File: src/rtl/vshl_pkg.sv
package vshl_pkg;
   // lane size select codes
   localparam logic [1:0] LSEL_16 = 2'd0;
   localparam logic [1:0] LSEL_32 = 2'd1;
   // operating width select codes
   localparam logic [1:0] WSEL_64  = 2'd0;
   localparam logic [1:0] WSEL_128 = 2'd1;

   // segments of SEG_W bits that the operating width covers
   function automatic int unsigned active_segs(input logic [1:0] wsel, input int unsigned nseg);
      case (wsel)
         WSEL_64:  return 1;
         WSEL_128: return 2;
         default:  return nseg;
      endcase
   endfunction
endpackage

File: src/rtl/vshl_count.sv
module vshl_count #(
   parameter int CNT_W = 64,
   parameter int IMM_W = 8,
   parameter int SH_W  = 6
) (
   input  logic [CNT_W-1:0] cnt_opnd,
   input  logic [IMM_W-1:0] cnt_imm,
   input  logic             use_imm,
   input  logic [1:0]       lane_sel,
   output logic [SH_W-1:0]  shamt,
   output logic             over
);
   import vshl_pkg::*;

   logic [CNT_W-1:0] eff;

   always_comb begin
      eff = use_imm ? CNT_W'(cnt_imm) : cnt_opnd;
      shamt = eff[SH_W-1:0];
      // every count bit at or above the lane's index width counts
      case (lane_sel)
         LSEL_16: over = |eff[CNT_W-1:SH_W-2];
         LSEL_32: over = |eff[CNT_W-1:SH_W-1];
         default: over = |eff[CNT_W-1:SH_W];
      endcase
   end
endmodule

File: src/rtl/vshl_lane_grp.sv
module vshl_lane_grp #(
   parameter int SEG_W  = 64,
   parameter int LANE_W = 16,
   localparam int LSH_W = $clog2(LANE_W),
   localparam int NLANE = SEG_W / LANE_W
) (
   input  logic [SEG_W-1:0] seg_in,
   input  logic [LSH_W-1:0] sh,
   output logic [SEG_W-1:0] seg_out
);
   for (genvar i = 0; i < NLANE; i++) begin : g_lane
      assign seg_out[i*LANE_W +: LANE_W] = seg_in[i*LANE_W +: LANE_W] << sh;
   end
endmodule

File: src/rtl/vshl_segment.sv
module vshl_segment #(
   parameter int SEG_W = 64,
   localparam int SH_W = $clog2(SEG_W)
) (
   input  logic [SEG_W-1:0] seg_in,
   input  logic [SH_W-1:0]  shamt,
   input  logic [1:0]       lane_sel,
   input  logic             over,
   output logic [SEG_W-1:0] seg_out
);
   import vshl_pkg::*;

   localparam int NGRP = 3;   // 16-, 32- and 64-bit lane variants

   logic [SEG_W-1:0] grp_out [NGRP];

   for (genvar g = 0; g < NGRP; g++) begin : g_grp
      localparam int LW = 16 << g;
      localparam int LS = $clog2(LW);
      vshl_lane_grp #(.SEG_W(SEG_W), .LANE_W(LW)) u_grp (
         .seg_in (seg_in),
         .sh     (shamt[LS-1:0]),
         .seg_out(grp_out[g])
      );
   end

   always_comb begin
      if (over)
         seg_out = '0;
      else begin
         case (lane_sel)
            LSEL_16: seg_out = grp_out[0];
            LSEL_32: seg_out = grp_out[1];
            default: seg_out = grp_out[2];
         endcase
      end
   end
endmodule

File: src/rtl/vshl_merge.sv
module vshl_merge #(
   parameter int SEG_W   = 64,
   parameter int NUM_SEG = 4,
   localparam int VEC_W  = SEG_W * NUM_SEG
) (
   input  logic [VEC_W-1:0] shifted,
   input  logic [VEC_W-1:0] dst_old,
   input  logic [1:0]       width_sel,
   input  logic             zero_upper,
   output logic [VEC_W-1:0] merged
);
   import vshl_pkg::*;

   int unsigned nact;
   logic        clr_hi;

   assign nact   = active_segs(width_sel, NUM_SEG);
   assign clr_hi = (width_sel == WSEL_128) && zero_upper;

   for (genvar s = 0; s < NUM_SEG; s++) begin : g_seg
      always_comb begin
         if (s < nact)
            merged[s*SEG_W +: SEG_W] = shifted[s*SEG_W +: SEG_W];
         else if (clr_hi)
            merged[s*SEG_W +: SEG_W] = '0;
         else
            merged[s*SEG_W +: SEG_W] = dst_old[s*SEG_W +: SEG_W];
      end
   end
endmodule

File: src/rtl/vshl_unit.sv
module vshl_unit #(
   parameter int SEG_W   = 64,
   parameter int NUM_SEG = 4,
   parameter int CNT_W   = 64,
   parameter int IMM_W   = 8,
   parameter bit REG_OUT = 1'b1,
   localparam int VEC_W  = SEG_W * NUM_SEG,
   localparam int SH_W   = $clog2(SEG_W)
) (
   input  logic             clk,
   input  logic             rst_n,
   input  logic             in_valid,
   input  logic [VEC_W-1:0] dst_old,
   input  logic [VEC_W-1:0] src_vec,
   input  logic [1:0]       lane_sel,
   input  logic [1:0]       width_sel,
   input  logic             zero_upper,
   input  logic             use_imm,
   input  logic [CNT_W-1:0] cnt_opnd,
   input  logic [IMM_W-1:0] cnt_imm,
   output logic             out_valid,
   output logic [VEC_W-1:0] result
);
   // elaboration-time parameter checks
   if (SEG_W != 64) begin : g_bad_seg
      $error("vshl_unit: SEG_W must be 64 (lane sizes 16/32/64)");
   end
   if (NUM_SEG < 2) begin : g_bad_nseg
      $error("vshl_unit: NUM_SEG must cover at least 128 bits");
   end
   if (IMM_W > CNT_W || CNT_W <= SH_W) begin : g_bad_cnt
      $error("vshl_unit: count widths inconsistent");
   end

   logic [SH_W-1:0]  shamt;
   logic             over;
   logic [VEC_W-1:0] shifted;
   logic [VEC_W-1:0] merged;

   vshl_count #(.CNT_W(CNT_W), .IMM_W(IMM_W), .SH_W(SH_W)) u_count (
      .cnt_opnd(cnt_opnd),
      .cnt_imm (cnt_imm),
      .use_imm (use_imm),
      .lane_sel(lane_sel),
      .shamt   (shamt),
      .over    (over)
   );

   for (genvar s = 0; s < NUM_SEG; s++) begin : g_seg
      vshl_segment #(.SEG_W(SEG_W)) u_seg (
         .seg_in  (src_vec[s*SEG_W +: SEG_W]),
         .shamt   (shamt),
         .lane_sel(lane_sel),
         .over    (over),
         .seg_out (shifted[s*SEG_W +: SEG_W])
      );
   end

   vshl_merge #(.SEG_W(SEG_W), .NUM_SEG(NUM_SEG)) u_merge (
      .shifted   (shifted),
      .dst_old   (dst_old),
      .width_sel (width_sel),
      .zero_upper(zero_upper),
      .merged    (merged)
   );

   if (REG_OUT) begin : g_reg
      always_ff @(posedge clk or negedge rst_n) begin
         if (!rst_n) begin
            out_valid <= 1'b0;
            result    <= '0;
         end else begin
            out_valid <= in_valid;
            if (in_valid) result <= merged;
         end
      end
   end else begin : g_comb
      assign out_valid = in_valid;
      assign result    = merged;
   end
endmodule

File: config.mk
export PLATFORM = sky130hd
export DESIGN_NAME = vshl_unit
export DESIGN_NICKNAME = d
export VERILOG_FILES = /design/src/rtl/vshl_pkg.sv /design/src/rtl/vshl_count.sv /design/src/rtl/vshl_lane_grp.sv /design/src/rtl/vshl_segment.sv /design/src/rtl/vshl_merge.sv /design/src/rtl/vshl_unit.sv
export SDC_FILE = /design/constraint.sdc
export NUM_CORES = 2
export LEC_CHECK = 0
export CAP_MARGIN = 20
export CORE_AREA = 2 2 334 336
export DETAILED_ROUTE_END_ITERATION = 8
export DIE_AREA = 0 0 336 338
export DONT_BUFFER_PORTS = 1
export SLEW_MARGIN = 20
export SYNTH_ARGS = -nofsm -noshare
export SYNTH_HDL_FRONTEND = slang
export SYNTH_SLANG_ARGS = --single-unit
File: constraint.sdc
create_clock -name clk -period 1.95 [get_ports clk]
set_clock_uncertainty 0.05 [all_clocks]
set_input_delay 0.39 -clock clk [delete_from_list [all_inputs] [get_ports clk]]
set_output_delay 0.39 -clock clk [all_outputs]
set_load 0.005 [all_outputs]
==> flow_summary.yaml <==
outcome:
  status: "finished with violations"
  violations: "negative hold slack, negative setup slack"
clock_tree:
  clock_sinks: 257
  clock_latency_ns: 0.60
  cts_buffer_depth: 3
  cts_tree: "done"
  ctsHtreeMaxLevel: 1
  numCtsBuffers: 29
  root_buffer: "clkbuf_16"
  clk_pin_slew_ns: 0.08
layout:
  final_cell_mix: "buf_4 (1,163), nand2_1 (407), mux2i_1 (405), nor2_1 (301), a21oi_1 (289)"
  final_common_cell: "buf_4"
  syn2layout_area_growth_pct: 57.2
  utilization_pct: 44.9
  fin_nets: 5474
  drive_gt1_share_pct: 43.5
routing:
  drc: 0
  wire_per_inst_um: 39.4
  wirelength_mm: 252
  drt_iter0_markers: 6306
  vias: 41645
  via_per_inst: 6.50
  ant_nets: 0
  dr.pass1.iters: 9
sta:
  setup_tns_ns: -79.16
  rsz0062_at_grt: "yes"
  hold_viol_final: 258
  drv_slew: 0
  finalWorstSetupSlack_ns: -0.562
  layout_worst_path_cycle_share_pct: 129
  layout_min_cycle_time_ns: 2.51
  finalSetupViolations: 247
  worst_pin_slew_ns: 0.860
  timing.slew.headroom_pct: 42.6
  fmax_mhz: 398
  holdWs_ns: -0.586
yosys:
  netlist_area_um2: 31500
  yosys_warnings: 0
  synth_seq_cells: 257
  synth_cell_types: 86
  syn_avg_cell_area_um2: 8.51
  syn_nets: 4289
  ys.flop_type: "dfrtp_1"
  async_flop_share_pct: 100
  synth_edf_count: 0
  syn-instance-count: 3695
  ys_seq_area_share_pct: 20.4
die:
  coreArea_um2: 110000
  io_pins: 850
  die_h_um: 338
  die-width_um: 336
  die-area_um2: 114000
  rows: 122
  initial_core_util_pct: 28.6
worst_setup_path:
  rrSetupSlack_ns: 0.47
  cp_max_fo: 28
  path_class: "in2reg"
  crit_arrival_ns: 2.96
  r2r-end: "result[42]$_DFFE_PN0P_"
  start_kind: "input port"
  cp-end-kind: "flip-flop"
  r2r_start: "result[42]$_DFFE_PN0P_"
  required_ns: 2.40
  rr_worst_depth: 3
worst_hold_path:
  hold_class: "in2async"
place:
  portBuffers: 0
  place.gp.congestion: 1.11
  dp_slack_ns: -1.69
  hpwl_mm: 200
power_and_ir_drop:
  worst_ir_drop_vdd_mv: 0.691
  power_w: 0.0311
  p_per_area_nw_per_um2: 629
  p_leak_nw: 21.3
grt:
  grt_overflow: 0
  grt_usage_pct: 41.8
  grt_pass1_wl_mm: 331
  grt_max_degree: 272
  grt_pass1_vias: 38848
  antenna_found_initial: 26
flow_run:
  maxCapViolCount: 0
## power breakdown
part	internal (W)	total [W]	switching, W
Combinational	0.00822	0.0185	0.0103
Sequential	0.00572	0.00629	0.000565
Clock	0.00353	0.00629	0.00276
## per-layer routing
layer	up-vias	share of wire [%]	GRT usage [%]
met2	3653	39	57.5
met1	20642	38	55.3
met4	20	6.1	19.0
li1	16663	-	-
met5	-	0.056	0
met3	667	16	19.1
## kinds of logic after synthesis
kind of cell / Yosys count / share of synthesized area (%)
adders and majority gates: 1 / 0.0398
buffers and inverters: 403 / 6.60
DFF: 257 / 20.4
and+or+nand+nor: 1114 / 15.4
AOI/OAI and AO/OA: 1124 / 23.4
muxes: 796 / 34.1
## worst max path at each step
stage | from | to | slack [ns]
6_report | use_imm | result[223]$_DFFE_PN0P_ | -0.56
5_1_grt | use_imm | result[154]$_DFFE_PN0P_ | -0.56
4_1_cts | use_imm | result[154]$_DFFE_PN0P_ | -0.46
3_5_place_dp | use_imm | result[160]$_DFFE_PN0P_ | -1.69
3_3_place_gp | use_imm | result[168]$_DFFE_PN0P_ | -1.96
2_1_floorplan | use_imm | result[61]$_DFFE_PN0P_ | -0.79
## final cells by class
type	count	area (um2)
clock inverter	17	243
tap	1488	1860
inverter	14	57.6
sequential	257	6430
timing repair buffer	1538	13700
clock buffer	36	782
antenna	13	32.5
multi-input combinational	3040	26400
fill	10659	60600
## synth_stat cells (all sizes together) (27+ instances only)
cell,count,area share (%)
a22oi,27,0.64
mux2,33,1.2
nor2,343,4.1
o22ai,58,1.2
o21ai,205,3.3
o2bb2ai,41,1.2
a211o,36,1.0
nor3,55,0.89
nand3,92,1.5
a211oi,45,1.1
and3,83,1.7
nor4,32,0.64
nand2,442,5.3
mux2i,551,18
clkbuf,200,2.4
a221oi,59,1.6
a21oi,346,5.5
o211ai,37,0.88
mux4,212,15
and2,27,0.54
buf,189,4.0
a31oi,52,1.0
dfrtp,257,20
## flip-flops by register name (all words and copies together), names as in the netlist
register   count
result       256
out_valid      1
## critical path: stages
cell and delay [ns]:
mux2_8 0.33, buf_6 0.22, mux4_2 0.58, buf_4 0.17
mux2i_4 0.23, inv_2 0.12, o211ai_1 0.24, a21oi_1 0.12
a31oi_2 0.27, buf_4 0.21, o21ai_1 0.06
## metrics by stage
step / hold slack [ns] / instances / instance area [um2]
2_1_floorplan: 0.0444 / 3695 / 32300
3_3_place_gp: 0.0488 / 6039 / 42300
3_5_place_dp: 0.0494 / 6039 / 42300
4_1_cts: -0.595 / 6303 / 47400
5_1_grt: -0.584 / 6396 / 49400
6_report: -0.586 / 6403 / 49400
## what timing repair did
item / in CTS / in global routing
gates resized for setup: 418 / 246
setup buffers: 45 / 49
hold buffers: 168 / 41
cloned: 11 / 6
setup endpoints to repair: 254 / 256
pin swaps: 87 / 82
endpoints found under the hold margin: 422 / 314
(Power assumes the default switching activity.)
